**src/rtl/fs_serial_tx.sv**
```systemverilog
module fs_serial_tx #(
  parameter int DATA_W = 32,
  parameter int CNT_W  = 4,
  localparam int LEN_W = $clog2(DATA_W + 1),
  localparam int IDX_W = $clog2(DATA_W)
) (
  input  logic              clk,
  input  logic              rst_n,
  input  logic              bclk,
  input  logic              fsync,
  input  logic [1:0]        cfg_delay,
  input  logic              cfg_dual,
  input  logic              cfg_ph2_sync,
  input  logic              cfg_lsb_first,
  input  logic [LEN_W-1:0]  cfg_len1,
  input  logic [LEN_W-1:0]  cfg_len2,
  input  logic [CNT_W-1:0]  cfg_words1,
  input  logic [CNT_W-1:0]  cfg_words2,
  input  logic              in_valid,
  input  logic [DATA_W-1:0] in_data,
  output logic              in_ready,
  output logic              sdout,
  output logic              sdout_en,
  output logic              underrun
);

  typedef enum logic [1:0] {S_IDLE, S_DLY, S_SHIFT, S_WAIT} state_t;

  state_t            st;
  logic              bclk_q, fs_prev, phase;
  logic [1:0]        dcnt;
  logic [LEN_W-1:0]  bcnt;
  logic [CNT_W-1:0]  wcnt;
  logic [IDX_W-1:0]  bidx;
  logic [DATA_W-1:0] word;

  logic              tick, fs_rise, sh_end, p1_end, frame_end;
  logic              begin1, begin2, begin_any, slot_go, first_slot, nx_phase;
  logic [1:0]        dly_eff;
  logic [LEN_W-1:0]  cur_len;
  logic [CNT_W-1:0]  cur_cnt;
  logic [IDX_W-1:0]  start_idx, nx_idx;
  logic [DATA_W-1:0] word_sel;

  assign tick      = bclk_q & ~bclk;
  assign fs_rise   = fsync & ~fs_prev;
  assign dly_eff   = (cfg_delay == 2'd3) ? 2'd2 : cfg_delay;

  assign sh_end    = (st == S_SHIFT) && (bcnt == '0);
  assign p1_end    = sh_end && (wcnt == '0) && !phase && cfg_dual;
  assign frame_end = sh_end && (wcnt == '0) && (phase || !cfg_dual);

  assign begin1    = ((st == S_IDLE) || frame_end) && fs_rise;
  assign begin2    = cfg_ph2_sync && !fsync && ((st == S_WAIT) || p1_end);
  assign begin_any = begin1 || begin2;

  assign slot_go = tick && ((begin_any && dly_eff == 2'd0) ||
                            ((st == S_DLY) && dcnt == 2'd0) ||
                            (sh_end && wcnt != '0) ||
                            (p1_end && !cfg_ph2_sync));

  always_comb begin
    if (begin1)                nx_phase = 1'b0;
    else if (begin2 || p1_end) nx_phase = 1'b1;
    else                       nx_phase = phase;
  end

  assign first_slot = begin_any || p1_end || (st == S_DLY);
  assign cur_len    = nx_phase ? cfg_len2   : cfg_len1;
  assign cur_cnt    = nx_phase ? cfg_words2 : cfg_words1;
  assign start_idx  = cfg_lsb_first ? '0 : IDX_W'(cur_len - LEN_W'(1));
  assign nx_idx     = cfg_lsb_first ? bidx + IDX_W'(1) : bidx - IDX_W'(1);
  assign word_sel   = in_valid ? in_data : word;
  assign in_ready   = slot_go;

  always_ff @(posedge clk or negedge rst_n) begin
    if (!rst_n) begin
      st       <= S_IDLE;
      bclk_q   <= 1'b0;
      fs_prev  <= 1'b0;
      phase    <= 1'b0;
      dcnt     <= '0;
      bcnt     <= '0;
      wcnt     <= '0;
      bidx     <= '0;
      word     <= '0;
      sdout    <= 1'b0;
      sdout_en <= 1'b0;
      underrun <= 1'b0;
    end else begin
      bclk_q   <= bclk;
      underrun <= slot_go && !in_valid;
      if (tick) begin
        fs_prev <= fsync;
        if (slot_go) begin
          st       <= S_SHIFT;
          phase    <= nx_phase;
          word     <= word_sel;
          bidx     <= start_idx;
          sdout    <= word_sel[start_idx];
          sdout_en <= 1'b1;
          bcnt     <= cur_len - LEN_W'(1);
          wcnt     <= first_slot ? cur_cnt - CNT_W'(1) : wcnt - CNT_W'(1);
        end else if (begin_any) begin
          st       <= S_DLY;
          phase    <= nx_phase;
          dcnt     <= dly_eff - 2'd1;
          sdout_en <= 1'b0;
        end else if (st == S_DLY) begin
          dcnt <= dcnt - 2'd1;
        end else if (st == S_SHIFT) begin
          if (bcnt == '0) begin
            st       <= frame_end ? S_IDLE : S_WAIT;
            sdout_en <= 1'b0;
          end else begin
            bidx  <= nx_idx;
            sdout <= word[nx_idx];
            bcnt  <= bcnt - LEN_W'(1);
          end
        end
      end
    end
  end


  dout_edge_chk: assert property (@(posedge clk) disable iff (!rst_n)
    !$stable(sdout) |-> $past(bclk_q && !bclk));


  en_rise_edge_chk: assert property (@(posedge clk) disable iff (!rst_n)
    $rose(sdout_en) |-> $past(bclk_q && !bclk));


  hold_when_off_chk: assert property (@(posedge clk) disable iff (!rst_n)
    (!sdout_en && !$past(sdout_en)) |-> $stable(sdout));


  delay_range_chk: assert property (@(posedge clk) disable iff (!rst_n)
    (st == S_DLY) |-> (dcnt <= 2'd1));


  ready_drives_chk: assert property (@(posedge clk) disable iff (!rst_n)
    in_ready |=> sdout_en);


  fed_slot_chk: assert property (@(posedge clk) disable iff (!rst_n)
    (in_ready && in_valid) |=> !underrun);

endmodule

```
**config.mk**
```make
export PLATFORM = sky130hd
export DESIGN_NAME = fs_serial_tx
export DESIGN_NICKNAME = d
export VERILOG_FILES = /design/src/rtl/fs_serial_tx.sv
export SDC_FILE = /design/constraint.sdc
export NUM_CORES = 1
export LEC_CHECK = 0
export BUFFER_PORTS_ARGS = -buffer_cell sky130_fd_sc_hd__buf_2
export CAP_MARGIN = 20
export CELL_PAD_IN_SITES_DETAIL_PLACEMENT = 1
export CELL_PAD_IN_SITES_GLOBAL_PLACEMENT = 1
export CORE_ASPECT_RATIO = 0.8
export CORE_MARGIN = 10
export CORE_UTILIZATION = 45
export CTS_CLUSTER_DIAMETER = 80
export CTS_CLUSTER_SIZE = 40
export DETAILED_ROUTE_END_ITERATION = 10
export PLACE_DENSITY = 0.91
export SYNTH_ARGS = -nofsm -noshare
export SYNTH_HDL_FRONTEND = slang
export SYNTH_SLANG_ARGS = --single-unit
```
**constraint.sdc**
```tcl
create_clock -name clk -period 3.63 [get_ports clk]
set_input_delay 0.726 -clock clk [delete_from_list [all_inputs] [get_ports clk]]
set_output_delay 0.726 -clock clk [all_outputs]
set_load 0.02 [all_outputs]
```
# Word-level counts from Yosys, hierarchy flattened
# Index checks and enable logic that the tools add are counted.
# totals
elab_cells	123
regBits	57
in_bits	62
output_inout_bits	4
# op_classes
n_addsub	8
n_eq_ne	8
bitwise	5
reduce_logical	45
order_cmp	2
n_mux	43
# ops
op	n
$mux 6	6
$mux 5	7
$mux 32	1
$mux 2	9
$mux 1	16
$logic_and 1x1->1	14
$lt 5x6->1 const B	2
$sub 6x1->6 const B	2
$bmux 1 s5	2
$logic_or 1x1->1	10
$mux 4	2
$sub 4x1->4 const B	2
$eq 2x2->1 const B	3
$logic_not 2->1	3
$logic_not 6->1	1
$reduce_bool 2->1	3
$reduce_bool 3->1	2
$add 5x1->5 const B	1
$logic_not 1->1	5
$reduce_and 5->1	1
$sub 5x1->5 const B	1
$logic_not 4->1	1
$ne 2x2->1 const B	2
$reduce_and 2->1	2
other kinds (9)	13

# Longest topological paths before layout
# Gate-level depths: netlist of the first run.
# depth
word_depth	16
depth_mapped	14

# Least setup slack after synthesis of the first run
# No wires, ideal clock.
# synth_timing
kind	flip-flop to output port
startpoint	register bcnt[5]
endpoint	output in_ready
path_slack_ns	0.282
stages_incl_launch_ff	9
arrival_time_ns	2.622
t_required_ns	2.904
cell_sequence	dfrtp_1 or4_4 o41ai_4 a22oi_1 o31a_1 nand2b_1 buf_2 inv_2 clkbuf_1
# synth_between
elab_chain_cells	13
word_cells_on_any_way	18
cone_classes	reduce/logical: 18
# synth_rtl
element	line_no	source
start: declaration	32	logic [LEN_W-1:0] bcnt;
start signal: assignment	102	bcnt <= cur_len - LEN_W'(1);
start signal: assignment	118	bcnt <= bcnt - LEN_W'(1);
$logic_not 6->1 (*)	49	assign sh_end = (st == S_SHIFT) && (bcnt == '0);
$logic_and 1x1->1 (*)	49	
$logic_and 1x1->1	50, 51	
$logic_and 1x1->1 (2 in a row)	50	assign p1_end = sh_end && (wcnt == '0) && !phase && cfg_dual;
$logic_or 1x1->1	54	assign begin2 = cfg_ph2_sync && !fsync && ((st == S_WAIT) || p1_end);
$logic_and 1x1->1	54	
$logic_or 1x1->1	55	assign begin_any = begin1 || begin2;
$logic_and 1x1->1	57	assign slot_go = tick && ((begin_any && dly_eff == 2'd0) ||
$logic_or 1x1->1	57	
$logic_or 1x1->1	58	((st == S_DLY) && dcnt == 2'd0) ||
$logic_or 1x1->1 (*)	59	(sh_end && wcnt != '0) ||
$logic_and 1x1->1 (*)	57	
end: declaration	21	output logic in_ready,
# Mark *: on every way between the ends. The rest lies on a longest branch, timed or not.

# Worst setup path after layout of the first run
# layout_timing
startpoint	register bcnt[5]
endpoint	register sdout
# layout_between
elab_chain_cells	16
word_cells_on_any_way	32
cone_classes	add/sub: 1; eq/ne: 3; mux: 7; reduce/logical: 21
# layout_rtl
element	line_no	source
$logic_not 6->1 (*)	49, 112	
$logic_and 1x1->1	49	
$logic_and 1x1->1	50, 51	
$logic_and 1x1->1 (2 in a row)	50	
$logic_or 1x1->1	54	
$logic_and 1x1->1	54	
$logic_or 1x1->1	64	else if (begin2 || p1_end) nx_phase = 1'b1;
$mux 1	64	
$mux 1	63	if (begin1) nx_phase = 1'b0;
$mux 6	69	assign cur_len = nx_phase ? cfg_len2 : cfg_len1;
$sub 6x1->6	n/a	
$mux 5	71	assign start_idx = cfg_lsb_first ? '0 : IDX_W'(cur_len - LEN_W'(1));
$bmux 1 s5	100	sdout <= word_sel[start_idx];
$mux 1 (not written as such)	100	
$mux 1	95	if (slot_go) begin
end signal: assignment	100	
end signal: assignment	117	sdout <= word[nx_idx];
end: declaration	22	output logic sdout,
# Mark *: on every way between the ends. The rest lies on a longest branch, timed or not. The select of a mux whose other input is x is not followed.
# A chain may end at the register's enable or synchronous reset.

==> results by group, run 1 <==
Die
  • Die Area: 12900 µm²
  • Core Area: 8520 µm²
  • Row count: 30
  • Initial Util: 0.462
  • DIE WIDTH: 125 µm
  • Die height: 104 µm
  • I/O Pins: 66

Timing
  • RSZ-0062 raised after global routing: false
  • Post-layout minimum cycle time: 3.50 ns
  • Slew @ Worst Pin: 0.993 ns
  • Final TNS setup: 0 ns
  • Final period utilization: 0.965
  • Max Fclk: 286 MHz
  • Final hold violation count: 0
  • Final setup viols: 0
  • Max-slew violations: 0
  • Clock Skews: 0.00993 ns
  • Setup WS post-layout: 0.128 ns
  • Max_slew headroom: 0.338

Layout
  • Final instance area: 4600 µm²
  • Layout area overhead: 16.7%
  • # diodes: 0
  • Layout cells sized above 1: 0.344
  • Net count, final: 510
  • Utilization after layout: 0.540

Critical path
  • Cell chain of the critical path: or4_4, o41ai_4, a22oi_2, buf_12, mux2_4, a2111oi_0, nor4_1, o211a_1, nor4_1, a32oi_1
  • CP endpoint kind: flop
  • WP buf/inv: 1
  • Crit path max-delay family: compound AO/OA/AOI/OAI gates
  • Crit-path max FO: 20
  • Req. time, crit path: 3.84 ns
  • CP Launch Type: flop
  • CP max stage cell: or4_4
  • Top cell by count, worst path: nor4_1
  • CP arrival: 3.71 ns
  • Worst setup path class: reg -> reg
  • Max incr delay on CP: 0.59 ns

Place
  • Pre-CTS WS: 0.213 ns
  • HPWL Detailed: 8760 µm
  • # port buffers: 65
  • Placer's final routability congestion estimate: 0.863
  • Placed cell area: 4400 µm²

Global route
  • Number of antenna violations at the first check in global routing: 0
  • Total gr overflow: 0
  • Number of global-route vias before repair: 3743
  • Pin count of the biggest net entering global routing: 42
  • Total GRT Usage: 0.182
  • First-pass GRT wire length: 19400 µm

Logic synthesis
  • Seq/Total Area, Yosys: 0.362
  • Ys flop type: dfrtp_1
  • Synth top cells by count: 57 x dfrtp_1, 46 x nand2_1, 36 x mux2_2, 22 x nor2_1, 20 x mux4_2
  • FFs w/ async S/R, synth: 1.00
  • Number of enable flip-flop cells after synthesis: 0
  • Syn nets: 443
  • Yosys top cell area share: 0.362
  • Mapped Area: 3940 µm²
  • Largest area contributor in the netlist: dfrtp_1
  • Synth top area cells: dfrtp_1 36%, mux4_2 11%, mux2_2 10%, nand2_1 4.4%, mux2i_1 3.8%
  • Syn Inst Count: 374
  • Count leader, synth: dfrtp_1
  • Count of state elements after synthesis: 57
  • Avg Inst Size Synth: 10.5 µm²
  • Synth cell types: 55
  • Synth Warn #: 0

Drt
  • WL/cell: 21.4 µm
  • Overall routed net length: 11900 µm
  • First-pass DRT Iterations: 5
  • Vias per cell: 6.11
  • Drt first-iter violations: 228
  • Via count: 3405
  • Detail Route Antenna Nets: 0
  • DRC: 0

Power and ir drop
  • Peak VDD IR: 0.360 mV
  • Pwr dens: 812 nW/µm²
  • Total Power: 3.74 mW
  • Leakage: 2.08 nW

Clocking
  • Clock transition at path regs: 0.07 ns
  • Maximum buffer depth of the clock tree: 2
  • CTS tree: built
  • Hold buffer count at CTS: 0
  • Setup Buffers After CTS: 0
  • Post-CTS resize count: 0
  • Num CTS Buffers: 9
  • CTS Root Cell: clkbuf_8
  • H-tree Lvls: 3
  • Num Clock Sinks: 57
  • Clk Latency, worst-skew pair: 0.35 ns

Job
  • Max Cap Viol: 0

Min path
  • HP Class: reg -> reg

Status
  • Status: completed
registers in the layout (all words and copies together), names as in the netlist:
register  count
fs_prev       1
st            2
word         32
bclk_q        1
bidx          5
phase         1
bcnt          6
underrun      1
sdout_en      1
dcnt          2
wcnt          4
sdout         1
per-stage QoR:
step | hold slack, ns | cells
after floorplan | 0.430 | 374
after global placement | 0.453 | 542
after detailed placement | 0.492 | 542
after CTS | 0.508 | 557
after global routing | 0.516 | 557
final | 0.502 | 557
logic make-up after synthesis:
logic type | after synthesis | synth area share
AOI/OAI and AO/OA | 63 | 0.115
muxes | 77 | 0.277
adders and majority gates | 7 | 0.0241
xor gates and xnor gates | 19 | 0.0422
and+or+nand+nor | 122 | 0.149
buffers and inverters | 29 | 0.0314
DFF | 57 | 0.362
cells in the final DEF (no fill, tap or decap), types with 9 or more instances in the layout:
master and count:
mux2_2 36, buf_2 65, dfrtp_1 57, nor3_1 10
nand2_1 46, mux4_2 20, inv_1 10, nor2_1 22
clkbuf_8 11, o21ai_0 14, mux2i_1 15, nand3_1 9
xnor2_1 14, a21oi_1 15
worst paths after layout:
path	endpoint	startpoint	depth (start not counted)	slack, ns
worst min-delay path	fs_prev$_DFFE_PN0P_	fs_prev$_DFFE_PN0P_	2	0.50
worst max register to register	sdout$_DFFE_PN0P_	bcnt[5]$_DFFE_PN0P_	10	0.13
worst min register to register	fs_prev$_DFFE_PN0P_	fs_prev$_DFFE_PN0P_	2	0.50
max in group asynchronous	word[1]$_DFFE_PN0P_	rst_n	2	2.27
min in group asynchronous	sdout_en$_DFFE_PN0P_	rst_n	1	0.55
worst max-delay path	sdout$_DFFE_PN0P_	bcnt[5]$_DFFE_PN0P_	10	0.13
area by class of cell:
type,count,area [µm²]
fillers,953,3920
multi-input cells,288,2390
flip-flops and latches,57,1430
repair buffers,74,405
clock buffers,12,155
well taps,112,140
inverters,11,41.3
clock inverters,3,40.0
worst reg2reg max path: cells and delay by family, from the launching register on:
family | cells | cell delay (ns)
and+or+nand+nor | 3 | 1.02
muxes | 1 | 0.44
buffers and inverters | 1 | 0.19
AOI/OAI and AO/OA | 5 | 1.32
DFF | 1 | 0.41
per-layer routing:
metal	track usage	vias to the layer above	part of all wire
met4	0.0714	0	0.026
met5	0	-	0
met1	0.225	1723	0.43
met3	0.0494	34	0.063
met2	0.295	129	0.48
li1	-	1519	-
where the power goes:
group          internal (mW)  total, mW  switching (mW)
registers              0.931       1.22           0.291
logic                  0.953       1.91           0.956
clock network          0.348      0.603           0.255
total                   2.23       3.74            1.50
(Power assumes the default switching activity.)
==> run 2: changes to the inputs <==
CORE_UTILIZATION = 36   (was 45)
PLACE_DENSITY = 0.77   (was 0.91)
==> results by group, run 2 (synthesized netlist as in run 1, its figures left out) <==
Global route
  • Top Usage Layer GRT: met2
  • Met3 track demand over resource: 0.0369
  • Total GRT Usage: 0.151
  • GR met1 Demand/Resource: 0.205
  • Number of antenna violations at the first check in global routing: 0
  • Number of global-route vias before repair: 3668
  • Met2 Usage GRT: 0.227
  • Pin count of the biggest net entering global routing: 33
  • Total gr overflow: 0
  • First-pass GRT wire length: 18900 µm

Layout
  • # diodes: 0
  • Net count, final: 515
  • Utilization after layout: 0.440
  • Most frequent cells in the layout: 65 x buf_2, 57 x dfrtp_1, 46 x nand2_1, 36 x mux2_2, 22 x nor2_1
  • Most common cell after layout, fill and taps aside: buf_2
  • Largest regs: word (32), bcnt (6), bidx (5)
  • Layout area overhead: 20.6%
  • Reg with most FFs: word
  • Layout cells sized above 1: 0.352
  • Fill count: 1234
  • Largest register FFs: 32
  • Area occupied by multi-input gates: 2390 µm²
  • Sequential Area: 1430 µm²

Critical path
  • Cell chain of the critical path: or4_4, o41ai_4, a22oi_2, mux2_2, a2111oi_0, or3_1, a2111oi_2, nor4_1, a32oi_1
  • Worst setup path class: reg -> reg
  • Req. time, crit path: 3.83 ns
  • CP max stage cell: or4_4
  • CP endpoint kind: flop
  • Max incr delay on CP: 0.55 ns
  • Crit path max-delay family: compound AO/OA/AOI/OAI gates
  • WP buf/inv: 0
  • Crit-path max FO: 11
  • CP Launch Type: flop
  • R2R Path Start: bcnt[2]$_DFFE_PN0P_
  • CP arrival: 3.54 ns
  • Crit path launch: bcnt[2]$_DFFE_PN0P_

Power and ir drop
  • P_int: 2.45 mW
  • Sequential Power Share: 0.311
  • Clk pwr share: 0.212
  • Comb pwr share: 0.477
  • Sw frac: 0.378
  • Peak VDD IR: 0.333 mV
  • Pwr dens: 830 nW/µm²
  • Psw: 1.49 mW
  • Leakage: 2.14 nW
  • Total Power: 3.95 mW

Place
  • HPWL Detailed: 8680 µm
  • Pre-CTS WS: 0.0626 ns
  • Placer's final routability congestion estimate: 0.842
  • # port buffers: 65

Timing
  • Clock Skews: 0.00483 ns
  • RSZ-0062 raised after global routing: false
  • Final period utilization: 0.922
  • Max Fclk: 299 MHz
  • Slew @ Worst Pin: 0.710 ns
  • Post-layout minimum cycle time: 3.35 ns
  • Final hold violation count: 0
  • Final setup viols: 0
  • Max-slew violations: 0
  • Setup WS post-layout: 0.283 ns
  • Max_slew headroom: 0.523
  • Final TNS setup: 0 ns

Die
  • I/O Pins: 66
  • Die Area: 15600 µm²
  • DIE WIDTH: 137 µm
  • Initial Util: 0.365
  • Core Area: 10800 µm²
  • Row count: 34
  • Die height: 114 µm

Drt
  • Overall routed net length: 11500 µm
  • Via count: 3319
  • Drt first-iter violations: 151
  • DRC: 0
  • Vias per cell: 5.60
  • First-pass DRT Iterations: 4
  • WL/cell: 19.4 µm
  • Detail Route Antenna Nets: 0

Clocking
  • Num CTS Buffers: 9
  • Num Clock Sinks: 57
  • CTS tree: built
  • Hold buffer count at CTS: 0
  • Clock transition at path regs: 0.05 ns
  • H-tree Lvls: 3
  • CTS Root Cell: clkbuf_16
  • Maximum buffer depth of the clock tree: 2
  • Clk Latency, worst-skew pair: 0.33 ns

Status
  • Status: completed

Min path
  • HP Class: in -> async

Job
  • Max Cap Viol: 0
==> run 2: path summary, 6_finish.rpt <==
path,cells past startpoint,slack (ns),end
hold / removal,1,0.43,bcnt[0]$_DFFE_PN0P_
min in group clk,2,0.47,sdout_en$_DFFE_PN0P_
setup reg to reg,9,0.28,sdout$_DFFE_PN0P_
max in group asynchronous,2,2.32,bidx[2]$_DFFE_PN0P_
hold reg to reg,2,0.47,sdout_en$_DFFE_PN0P_
setup / recovery,9,0.28,sdout$_DFFE_PN0P_
==> run 2: metrics by stage <==
| step | area [µm²] | hold slack (ns) | cells |
|---|---|---|---|
| after floorplan | 3940 | 0.430 | 374 |
| after global placement | 4460 | 0.453 | 578 |
| after detailed placement | 4460 | 0.467 | 578 |
| after CTS | 4740 | 0.460 | 592 |
| after global routing | 4750 | 0.492 | 593 |
| final | 4750 | 0.430 | 593 |
==> run 2: timing repair <==
item | 4_1_cts | 5_1_grt
hold endpoints to repair | 0 | 0
resized for setup | 0 | 1
buffers inserted | 0 | 1
endpoints found under the setup margin | 0 | 1
==> run 2: cell type report <==
| class | instances | area share |
|---|---|---|
| well taps | 144 | 0.0379 |
| inverters | 11 | 0.00869 |
| multi-input cells | 288 | 0.503 |
| clock buffers | 10 | 0.0503 |
| flip-flops and latches | 57 | 0.300 |
| repair buffers | 79 | 0.0906 |
| clock inverters | 4 | 0.00948 |
==> run 2: power groups by stage <==
stage          Clock, mW  Sequential [mW]  Combinational, mW
6_report           0.838             1.23               1.88
5_1_grt            0.879             1.26               2.07
4_1_cts            0.848             1.21               1.88
3_5_place_dp           0             1.22               1.86
3_3_place_gp           0             1.20               1.80
2_1_floorplan          0             1.12               1.43
==> run 2: worst reg2reg max path: stages, from the launching register on <==
cell	delay [ns]
dfrtp_1	0.44
or4_4	0.55
o41ai_4	0.39
a22oi_2	0.25
mux2_2	0.44
a2111oi_0	0.49
or3_1	0.19
a2111oi_2	0.05
nor4_1	0.29
a32oi_1	0.13
==> run 2: per-layer routing <==
layer | wire length [µm] | up-vias
li1 | - | 1532
met1 | 5710 | 1695
met2 | 5130 | 83
met3 | 521 | 9
met4 | 165 | 0
met5 | 0 | -
